$ cat config.mk
export PLATFORM = sky130hd
export DESIGN_NAME = pinfunc_ctrl
export DESIGN_NICKNAME = d
export VERILOG_FILES = /design/src/rtl/pfc_pkg.sv /design/src/rtl/pfc_sync.sv /design/src/rtl/pfc_wprot.sv /design/src/rtl/pfc_pindrv.sv /design/src/rtl/pinfunc_ctrl.sv
export SDC_FILE = /design/constraint.sdc
export NUM_CORES = 1
export LEC_CHECK = 0
export ABC_CLOCK_PERIOD_IN_PS = 4500
export BUFFER_PORTS_ARGS = -buffer_cell sky130_fd_sc_hd__buf_4
export CORE_UTILIZATION = 45
export DETAILED_ROUTE_END_ITERATION = 12
export GPL_TIMING_DRIVEN = 0
export PLACE_DENSITY = 0.77
export SLEW_MARGIN = 0
export SYNTH_ARGS = -nofsm -noshare
export SYNTH_HDL_FRONTEND = slang
export SYNTH_SLANG_ARGS = --single-unit
$ cat constraint.sdc
create_clock -name clk -period 4.5 [get_ports clk]
set_input_delay 0.675 -clock clk [delete_from_list [all_inputs] [get_ports clk]]
set_output_delay 0.675 -clock clk [all_outputs]
set_load 0.01 [all_outputs]
$ cat src/rtl/pfc_pkg.sv
package pfc_pkg;

    typedef enum logic [2:0] {
        REG_NONE,
        REG_DIR,
        REG_ODR,
        REG_IDR,
        REG_MODE,
        REG_FSEL,
        REG_PROT
    } reg_kind_e;

    typedef struct packed {
        reg_kind_e  kind;
        logic [7:0] idx;
        logic       hi_lane;
    } reg_dec_t;

    localparam logic [11:0] A_DIR  = 12'h000;
    localparam logic [11:0] A_ODR  = 12'h040;
    localparam logic [11:0] A_IDR  = 12'h060;
    localparam logic [11:0] A_MODE = 12'h080;
    localparam logic [11:0] A_FSEL = 12'h200;
    localparam logic [11:0] A_PROT = 12'h2FF;

    function automatic reg_dec_t decode_addr(input logic [11:0] addr, input int nports);
        reg_dec_t d;
        int       off;
        d.kind    = REG_NONE;
        d.idx     = '0;
        d.hi_lane = addr[0];
        if (addr == A_PROT) begin
            d.kind = REG_PROT;
        end else if (addr >= A_FSEL && int'(addr - A_FSEL) < nports * 8) begin
            off    = int'(addr - A_FSEL);
            d.kind = REG_FSEL;
            d.idx  = 8'(off);
        end else if (addr < A_ODR && int'(addr[11:1]) < nports) begin
            d.kind = REG_DIR;
            d.idx  = 8'(addr[11:1]);
        end else if (addr >= A_ODR && addr < A_IDR && int'(addr - A_ODR) < nports) begin
            d.kind = REG_ODR;
            d.idx  = 8'(addr - A_ODR);
        end else if (addr >= A_IDR && addr < A_MODE && int'(addr - A_IDR) < nports) begin
            d.kind = REG_IDR;
            d.idx  = 8'(addr - A_IDR);
        end else if (addr >= A_MODE && int'(addr - A_MODE) < nports) begin
            d.kind = REG_MODE;
            d.idx  = 8'(addr - A_MODE);
        end
        return d;
    endfunction

endpackage

$ cat src/rtl/pfc_sync.sv
module pfc_sync #(
    parameter int W = 8
) (
    input  logic         clk,
    input  logic         rst_n,
    input  logic [W-1:0] d_in,
    output logic [W-1:0] d_out
);
    typedef struct packed {
        logic [W-1:0] s1;
        logic [W-1:0] s2;
    } sync_t;

    sync_t st_d, st_q;

    always_comb begin
        st_d    = st_q;
        st_d.s1 = d_in;
        st_d.s2 = st_q.s1;
    end

    always_ff @(posedge clk or negedge rst_n) begin
        if (!rst_n) st_q <= '0;
        else        st_q <= st_d;
    end

    assign d_out = st_q.s2;
endmodule

$ cat src/rtl/pfc_wprot.sv
module pfc_wprot (
    input  logic       clk,
    input  logic       rst_n,
    input  logic       wr_en,
    input  logic [7:0] wdata,
    input  logic       sel_attempt,
    output logic       sel_open,
    output logic [7:0] rd_val
);
    typedef struct packed {
        logic wdis;
        logic sel_en;
        logic err;
    } prot_t;

    prot_t st_d, st_q;

    always_comb begin
        st_d = st_q;
        if (wr_en) begin
            st_d.wdis = wdata[7];
            if (!st_q.wdis) st_d.sel_en = wdata[6];
            if (wdata[0])   st_d.err    = 1'b0;
        end
        if (sel_attempt && !st_q.sel_en) st_d.err = 1'b1;
    end

    always_ff @(posedge clk or negedge rst_n) begin
        if (!rst_n) st_q <= '{wdis: 1'b1, sel_en: 1'b0, err: 1'b0};
        else        st_q <= st_d;
    end

    assign sel_open = st_q.sel_en;
    assign rd_val   = {st_q.wdis, st_q.sel_en, 5'b0, st_q.err};
endmodule

$ cat src/rtl/pfc_pindrv.sv
module pfc_pindrv #(
    parameter int NPINS = 32
) (
    input  logic [NPINS-1:0][1:0] dir,
    input  logic [NPINS-1:0]      periph,
    input  logic [NPINS-1:0]      pad_sync,
    output logic [NPINS-1:0]      oe,
    output logic [NPINS-1:0]      in_bits
);
    for (genvar p = 0; p < NPINS; p++) begin : g_pin
        assign oe[p]      = !periph[p] && (dir[p] == 2'b11);
        assign in_bits[p] = dir[p][1] ? pad_sync[p] : 1'b0;
    end
endmodule

$ cat src/rtl/pinfunc_ctrl.sv
module pinfunc_ctrl
    import pfc_pkg::*;
#(
    parameter int  NPORTS = 4,
    localparam int NPINS  = NPORTS * 8
) (
    input  logic               clk,
    input  logic               rst_n,
    input  logic [11:0]        bus_addr,
    input  logic               bus_wr,
    input  logic               bus_rd,
    input  logic               bus_half,
    input  logic [15:0]        bus_wdata,
    output logic [15:0]        bus_rdata,
    output logic               bus_rvalid,
    input  logic [NPINS-1:0]   pad_in,
    output logic [NPINS-1:0]   pad_oe,
    output logic [NPINS-1:0]   pad_out,
    output logic [NPINS-1:0]   pin_periph,
    output logic [NPINS-1:0]   pin_isel,
    output logic [NPINS*6-1:0] pin_func
);
    localparam int PW = (NPORTS > 1) ? $clog2(NPORTS) : 1;
    localparam int NW = $clog2(NPINS);

    typedef struct packed {
        logic [NPORTS-1:0][15:0] dir;
        logic [NPORTS-1:0][7:0]  odr;
        logic [NPORTS-1:0][7:0]  mode;
        logic [NPINS-1:0][6:0]   fsel;
        logic [15:0]             rdata;
        logic                    rvalid;
    } regs_t;

    regs_t q, d;

    reg_dec_t                dec;
    logic                    sel_open;
    logic [7:0]              wp_rd;
    logic [NPINS-1:0]        pad_sync;
    logic [NPORTS-1:0][7:0]  idr;
    logic [PW-1:0]           pidx;
    logic [NW-1:0]           nidx;

    assign dec  = decode_addr(bus_addr, NPORTS);
    assign pidx = dec.idx[PW-1:0];
    assign nidx = dec.idx[NW-1:0];

    pfc_wprot u_wprot (
        .clk         (clk),
        .rst_n       (rst_n),
        .wr_en       (bus_wr && dec.kind == REG_PROT),
        .wdata       (bus_wdata[7:0]),
        .sel_attempt (bus_wr && dec.kind == REG_FSEL),
        .sel_open    (sel_open),
        .rd_val      (wp_rd)
    );

    pfc_sync #(.W(NPINS)) u_sync (
        .clk   (clk),
        .rst_n (rst_n),
        .d_in  (pad_in),
        .d_out (pad_sync)
    );

    pfc_pindrv #(.NPINS(NPINS)) u_drv (
        .dir      (q.dir),
        .periph   (q.mode),
        .pad_sync (pad_sync),
        .oe       (pad_oe),
        .in_bits  (idr)
    );

    always_comb begin
        d        = q;
        d.rvalid = bus_rd;
        if (bus_wr) begin
            unique case (dec.kind)
                REG_DIR: begin
                    if (bus_half)        d.dir[pidx]       = bus_wdata;
                    else if (dec.hi_lane) d.dir[pidx][15:8] = bus_wdata[7:0];
                    else                  d.dir[pidx][7:0]  = bus_wdata[7:0];
                end
                REG_ODR:  d.odr[pidx]  = bus_wdata[7:0];
                REG_MODE: d.mode[pidx] = bus_wdata[7:0];
                REG_FSEL: if (sel_open) d.fsel[nidx] = bus_wdata[6:0];
                default: ;
            endcase
        end
        if (bus_rd) begin
            unique case (dec.kind)
                REG_DIR: begin
                    if (bus_half)         d.rdata = q.dir[pidx];
                    else if (dec.hi_lane) d.rdata = {8'h00, q.dir[pidx][15:8]};
                    else                  d.rdata = {8'h00, q.dir[pidx][7:0]};
                end
                REG_ODR:  d.rdata = {8'h00, q.odr[pidx]};
                REG_IDR:  d.rdata = {8'h00, idr[pidx]};
                REG_MODE: d.rdata = {8'h00, q.mode[pidx]};
                REG_FSEL: d.rdata = {9'h000, q.fsel[nidx]};
                REG_PROT: d.rdata = {8'h00, wp_rd};
                default:  d.rdata = '0;
            endcase
        end
    end

    always_ff @(posedge clk or negedge rst_n) begin
        if (!rst_n) q <= '0;
        else        q <= d;
    end

    assign bus_rdata  = q.rdata;
    assign bus_rvalid = q.rvalid;
    assign pad_out    = q.odr;
    assign pin_periph = q.mode;

    for (genvar i = 0; i < NPINS; i++) begin : g_fn
        assign pin_func[i*6 +: 6] = q.fsel[i][5:0];
        assign pin_isel[i]        = q.fsel[i][6];
    end
endmodule

==> metrics.md, run 1 <==
| Metric | Value |
|---|---|
| Clk slew on worst S/H paths | `60 ps` |
| Root Driver | `clkbuf_16` |
| Worst R2R Start | `u_wprot.sel_open` |
| I/O Pins | `approximately 400` |
| Total track usage | `36.0%` |
| Flop-to-flop setup slack | `1980 ps` |
| # H-tree levels | `2` |
| WL/cell | `30.1 um` |
| Synth cell count leaders | `dfrtp_1 (435), mux2_2 (345), buf_4 (307)` |
| Maximum clock frequency | `218 MHz` |
| Layout cell share with drive strength beyond 1 | `52.4%` |
| HPWL after DPL | `65,500 um` |
| WP buf/inv | `5` |
| Max Cap Viol | `0` |
| Slew Viols, Final | `0` |
| CP top delay family | `compound AO/OA/AOI/OAI gates` |
| Final setup viols | `1` |
| Slew @ Worst Pin | `1240 ps` |
| Yosys reg bits | `436` |
| Post-synth top area share | `between 50% and 60%` |
| Worst Setup Path Type | `primary input to flop` |
| IO buf count | `392` |
| Layout net count | `2,398` |
| Crit. Startpoint | `bus_addr[9]` |
| Fin crit period | `4580 ps` |
| Reg-to-Reg End | `pin_func[42]` |
| Die Y | `between 200 and 250 um` |
| FILL cells | `~4,000` |
| Grt total ovfl | `0` |
| Row Count | `80` |
| Relative slew slack | `17.4%` |
| Setup total negative slack | `-81.7 ps` |
| Failing checks | `negative setup slack` |
| Crit-path max cell delay | `around 540 ps` |
| Vias in the first global route | `roughly 18,000` |
| Pwr dens | `roughly 320 nW/um2` |
| RSZ-0062 raised after global routing | `true` |
| Post-synth cell types | `84` |
| Crit path launch type | `primary input` |
| Run status | `finished, violations left` |
| Hold/Removal Path Class | `primary input to flop` |
| Synth area leaders | `dfrtp_1 (50%), mux2_2 (18%), buf_4 (11%)` |
| Period utilization | `102%` |
| Most common cell in the netlist | `dfrtp_1` |
| # DRC | `0` |
| CTS tree | `built` |
| Die Footprint | `49,200 um2` |
| Arr. time, crit path | `5100 ps` |
| Routability cong. | `0.982` |
| Post-Syn Area | `21,700 um2` |
| Worst-case reg-to-reg path depth | `5` |
| WP data required | `5020 ps` |
| Syn Area/Cell | `11.6 um2` |
| Overall power | `8.71 mW` |
| Starting Density | `45.6%` |
| Initial antenna violation count | `0` |
| Post-synth top flop | `dfrtp_1` |
| Vias/cell | `slightly above 6` |
| Later-pin clock latency in the skew report | `610 ps` |
| Inserted Diodes | `0` |
| Initial detailed-routing violation count | `2,014` |
| Drt total wl | `~90,000 um` |
| First-pass GRT wire length | `approximately 130,000 um` |
| Post-Place Worst Slack | `-1750 ps` |
| Pin count of the biggest net entering global routing | `117` |
| CTS buffer count | `47` |
| CP max FO | `10` |
| Detail Route Antenna Nets | `0` |
| Critical path endpoint category | `flop` |
| Die width | `~220 um` |
| EDFF count, synth | `0` |
| Clock Skew | `31.7 ps` |
| Most numerous cell on the critical path | `clkbuf_2` |
| Stages on the worst setup path | `17` |
| Drt pass-1 iters | `5` |
| P_leak | `14.1 nW` |
| Yosys warns | `0` |
| VDD IR max | `between 0.2 and 0.25 mV` |
| Setup crit end | `bus_rdata[1]` |
| Endpoints failing hold | `0` |
| Area delta synth->final | `26.2%` |
| Async set-reset flop share out of synthesis | `between 90% and 100%` |
| Syn nets | `1,944` |
| Bufs on Longest Clock Path | `3` |
| Via Count | `18,179` |
| Num Clock Sinks | `436` |
| Final worst slack | `-81.7 ps` |
| Core Util, Final | `57.5%` |
| Gate Count Post-Synth | `around 1,900` |
| Area leader, netlist | `dfrtp_1` |
| Slowest-stage cell, CP | `nor3_1` |
| Post-synthesis sequential area ratio | `50.2%` |
| Core area | `47,600 um2` |
| Cells along the critical path | `buf_4 -> clkbuf_2 -> inv_1 -> ha_1 -> ha_2 -> o31a_1 -> nor2_2 -> a21oi_2 -> a31o_1 -> a21o_1 -> buf_6 -> clkbuf_2 -> o22ai_1 -> o21ai_1 -> nand3_1 -> nor3_1 -> a2111o_1` |
-- cell usage in the layout (no fill, tap or decap), drive strengths merged, types with 11 or more instances in the layout --
cell type / Yosys / final
inv: 15 / 19
dfrtp: 435 / 435
nand2: 92 / 92
nand3: 21 / 21
a21oi: 37 / 37
clkbuf: 59 / 124
o22ai: 123 / 123
nor2: 99 / 99
nand2b: 11 / 11
o21ai: 57 / 57
buf: 343 / 748
mux2: 353 / 353
o221ai: 22 / 22
nor3: 35 / 35
-- worst min path at each step --
stage,slack [ps],start,endpoint,cells past startpoint
CTS,170,pad_in[15],u_sync.st_d[15],1
finish,190,pad_in[15],u_sync.st_d[15],1
global route,170,pad_in[15],u_sync.st_d[15],1
global placement,330,u_sync.st_d[23],u_sync.d_out[23],0
detailed placement,330,u_sync.st_d[16],u_sync.d_out[16],0
floorplan,330,u_sync.st_d[0],u_sync.d_out[0],0
-- report_power, final --
part	switching, mW	internal [mW]
Clock	1.68	2.34
Sequential	0.0475	3.97
Combinational	0.461	0.210
Total	2.19	6.52
-- metrics by stage --
| stage | cell area [um2] | hold slack (ps) | cells |
|---|---|---|---|
| after floorplan | 21700 | 331 | 1872 |
| after global placement | 25400 | 333 | 2879 |
| after global routing | 27400 | 171 | 2979 |
| final | 27400 | 187 | 2979 |
| after CTS | 27400 | 171 | 2976 |
| after detailed placement | 25600 | 335 | 2884 |
-- layout make-up --
cell class	instances	area [um2]	area share (%)
well taps	615	769	2.81
multi-input cells	1019	8190	29.9
repair buffers	406	3140	11.4
flip-flops and latches	436	10900	39.8
inverters	15	56.3	0.205
clock inverters	21	228	0.831
clock buffers	66	1360	4.95
plain buffers	401	2770	10.1
-- metal layers --
layer	GRT usage, %	wire length (um)	vias up
li1	-	-	7395
met1	46.0	34100	9161
met2	56.1	40500	1314
met3	8.64	9260	309
met4	20.6	5960	0
met5	0	0	-
-- cell families after synthesis --
group	Yosys count	share of synthesized area (%)
flops	436	50.2
buf+inv	417	12.8
xor+xnor	2	0.0806
compound gates	335	10.7
mux	354	18.3
simple gates	321	7.41
fa+ha+maj	7	0.403
-- flip-flops by register name, indices dropped and copies added, names as in the netlist --
signal	cells
pin_periph	32
pin_isel	32
u_sync.st_d	32
pad_out	32
pin_func	192
u_wprot.rd_val	2
q	64
u_wprot.sel_open	1
bus_rvalid	1
u_sync.d_out	32
bus_rdata	16
-- timing repair --
action	in CTS	in global routing
gates resized for setup	52	10
buffers inserted	5	3
hold buffers	1	0
endpoints found under the hold margin	30	0
endpoints found under the setup margin	278	205
pin swaps	2	2
No activity file was read; power rests on OpenSTA's default activity.
==> run 2, diff against run 1 <==
--- a/config.mk
+++ b/config.mk
@@ -9,2 +9,3 @@
 export BUFFER_PORTS_ARGS = -buffer_cell sky130_fd_sc_hd__buf_4
+export CORE_MARGIN = 2
 export CORE_UTILIZATION = 45
==> constraint.sdc (replaced) <==
create_clock -name clk -period 4.5 [get_ports clk]
set_input_delay 0.9 -clock clk [delete_from_list [all_inputs] [get_ports clk]]
set_output_delay 0.9 -clock clk [all_outputs]
set_load 0.01 [all_outputs]
==> run 2 against run 1 <==
  * The run still ends with negative setup slack left
  * Critical path depth down 4
  * Critical endpoint is now q[315]
  * Highest routed layer unchanged
  * Clock power down 2%
  * Largest power group unchanged
  * Cell area up 0.11%
  * Cell count down 0.13%
  * Fmax up 1.2%
==> metrics.md, run 2 (synthesis results as in run 1) <==
| Metric | Value |
|---|---|
| Run status | `finished, violations left` |
| Failing checks | `negative setup slack` |
| First-pass GRT wire length | `128,000 um` |
| Drt pass-1 iters | `6` |
| Slew Viols, Final | `0` |
| Row Count | `80` |
| Later-pin clock latency in the skew report | `590 ps` |
| Crit path launch type | `primary input` |
| Reg-to-Reg End | `pin_func[44]` |
| Initial detailed-routing violation count | `approximately 2,400` |
| Placed inst area | `25,500 um2` |
| Slew @ Worst Pin | `1240 ps` |
| Pin count of the biggest net entering global routing | `122` |
| I/O Pins | `402` |
| HPWL after DPL | `between 60,000 and 70,000 um` |
| Final worst slack | `-25.9 ps` |
| VDD IR max | `0.236 mV` |
| Total track usage | `35.6%` |
| Via Count | `18,171` |
| Clk slew on worst S/H paths | `about 60 ps` |
| Relative slew slack | `between 15 and 20%` |
| RSZ-0062 raised after global routing | `true` |
| Endpoints failing hold | `0` |
| Cts hold-fix bufs | `0` |
| Routability cong. | `0.980` |
| Bufs on Longest Clock Path | `3` |
| Initial antenna violation count | `1` |
| Core Util, Final | `57.5%` |
| Fin area | `27,400 um2` |
| Arr. time, crit path | `4990 ps` |
| Layout cell share with drive strength beyond 1 | `52.7%` |
| Max reg flops | `192` |
| CTS buffer count | `46` |
| Worst-case reg-to-reg path depth | `5` |
| Clock Skew | `21.9 ps` |
| Commonest non-fill, non-tap cell in the layout | `buf_4` |
| # H-tree levels | `2` |
| WP data required | `4970 ps` |
| Flop-to-flop setup slack | `1910 ps` |
| Placed cells | `between 2,000 and 3,000` |
| Starting Density | `45.5%` |
| Worst Setup Path Type | `primary input to flop` |
| Grt total ovfl | `0` |
| Die Y | `224 um` |
| Die Footprint | `50,100 um2` |
| Die width | `224 um` |
| P_leak | `14.1 nW` |
| Most frequent cells in the layout | `buf_4 (714), dfrtp_1 (435), mux2_2 (345)` |
| Pwr dens | `314 nW/um2` |
| Final setup viols | `9` |
| Maximum clock frequency | `221 MHz` |
| Detail Route Antenna Nets | `0` |
| CTS tree | `built` |
| Setup total negative slack | `-130 ps` |
| Area delta synth->final | `26.3%` |
| Layout net count | `about 2,400` |
| IO buf count | `392` |
| Critical path endpoint category | `flop` |
| # DRC | `0` |
| CP max FO | `10` |
| Drt total wl | `about 90,000 um` |
| Max Cap Viol | `0` |
| Num Clock Sinks | `436` |
| Vias/cell | `6.11` |
| Root Driver | `clkbuf_16` |
| Finished Layout Cells | `2,975` |
| Hold/Removal Path Class | `primary input to async pin` |
| Vias in the first global route | `18,269` |
| Period utilization | `101%` |
| Fin crit period | `approximately 4500 ps` |
| Core area | `roughly 48,000 um2` |
| Worst R2R Start | `u_wprot.sel_open` |
| WL/cell | `30.4 um` |
| Final hold slack | `334 ps` |
run 2: critical path, stage by stage:
cell and delay [ps]:
buf_4 80, clkbuf_1 430, inv_1 160, ha_4 280, a31oi_2 340, nor2_4 100, a21oi_2 290, a31o_1 250
buf_6 180, o21a_1 520, buf_2 490, o2111ai_2 510, mux2_2 450
run 2: area by class of cell:
| type | instances | area, um2 |
|---|---|---|
| Antenna cell | 2 | 5.00 |
| Buffer | 401 | 2800 |
| Clock buffer | 70 | 1430 |
| Clock inverter | 13 | 129 |
| Fill cell | 4031 | 20300 |
| Inverter | 15 | 56.3 |
| Multi-Input combinational cell | 1019 | 8250 |
| Sequential cell | 436 | 10900 |
| Tap cell | 615 | 769 |
| Timing Repair Buffer | 404 | 3100 |
run 2: routing by layer:
metal  track usage (%)  up-vias  wire length [um]
li1                  -     7382                 -
met1              46.3     9137             34400
met2              54.7     1346             40300
met3              8.04      306              9560
met4              21.2        0              6170
met5                 0        -                 0
run 2: where the power goes:
group	leakage, nW	switching (mW)	internal [mW]	total, mW
Clock	0.770	1.63	2.30	3.93
Sequential	5.92	0.0457	3.97	4.02
Combinational	7.43	0.463	0.211	0.674
Total	14.1	2.14	6.48	8.63
run 2: stage by stage:
stage | power, mW | setup slack [ps]
2_1_floorplan | 4.34 | 397
3_3_place_gp | 4.70 | -1930
6_report | 8.63 | -25.9
3_5_place_dp | 4.72 | -1930
4_1_cts | 8.60 | -29.0
5_1_grt | 8.82 | -25.7
run 2: worst max-delay path by stage:
stage | startpoint | end | depth (start not counted)
floorplan | bus_addr[9] | pin_func[132] | 15
global placement | bus_addr[9] | bus_rdata[5] | 18
detailed placement | bus_addr[9] | bus_rdata[5] | 18
CTS | bus_addr[10] | bus_rdata[5] | 16
global route | bus_addr[9] | bus_rdata[1] | 16
finish | bus_addr[11] | q[315] | 13
run 2: what timing repair did:
item,CTS,global route
endpoints found under the setup margin,340,125
pin swaps,2,3
cloned,0,0
buffers inserted,5,3
resized for setup,60,40
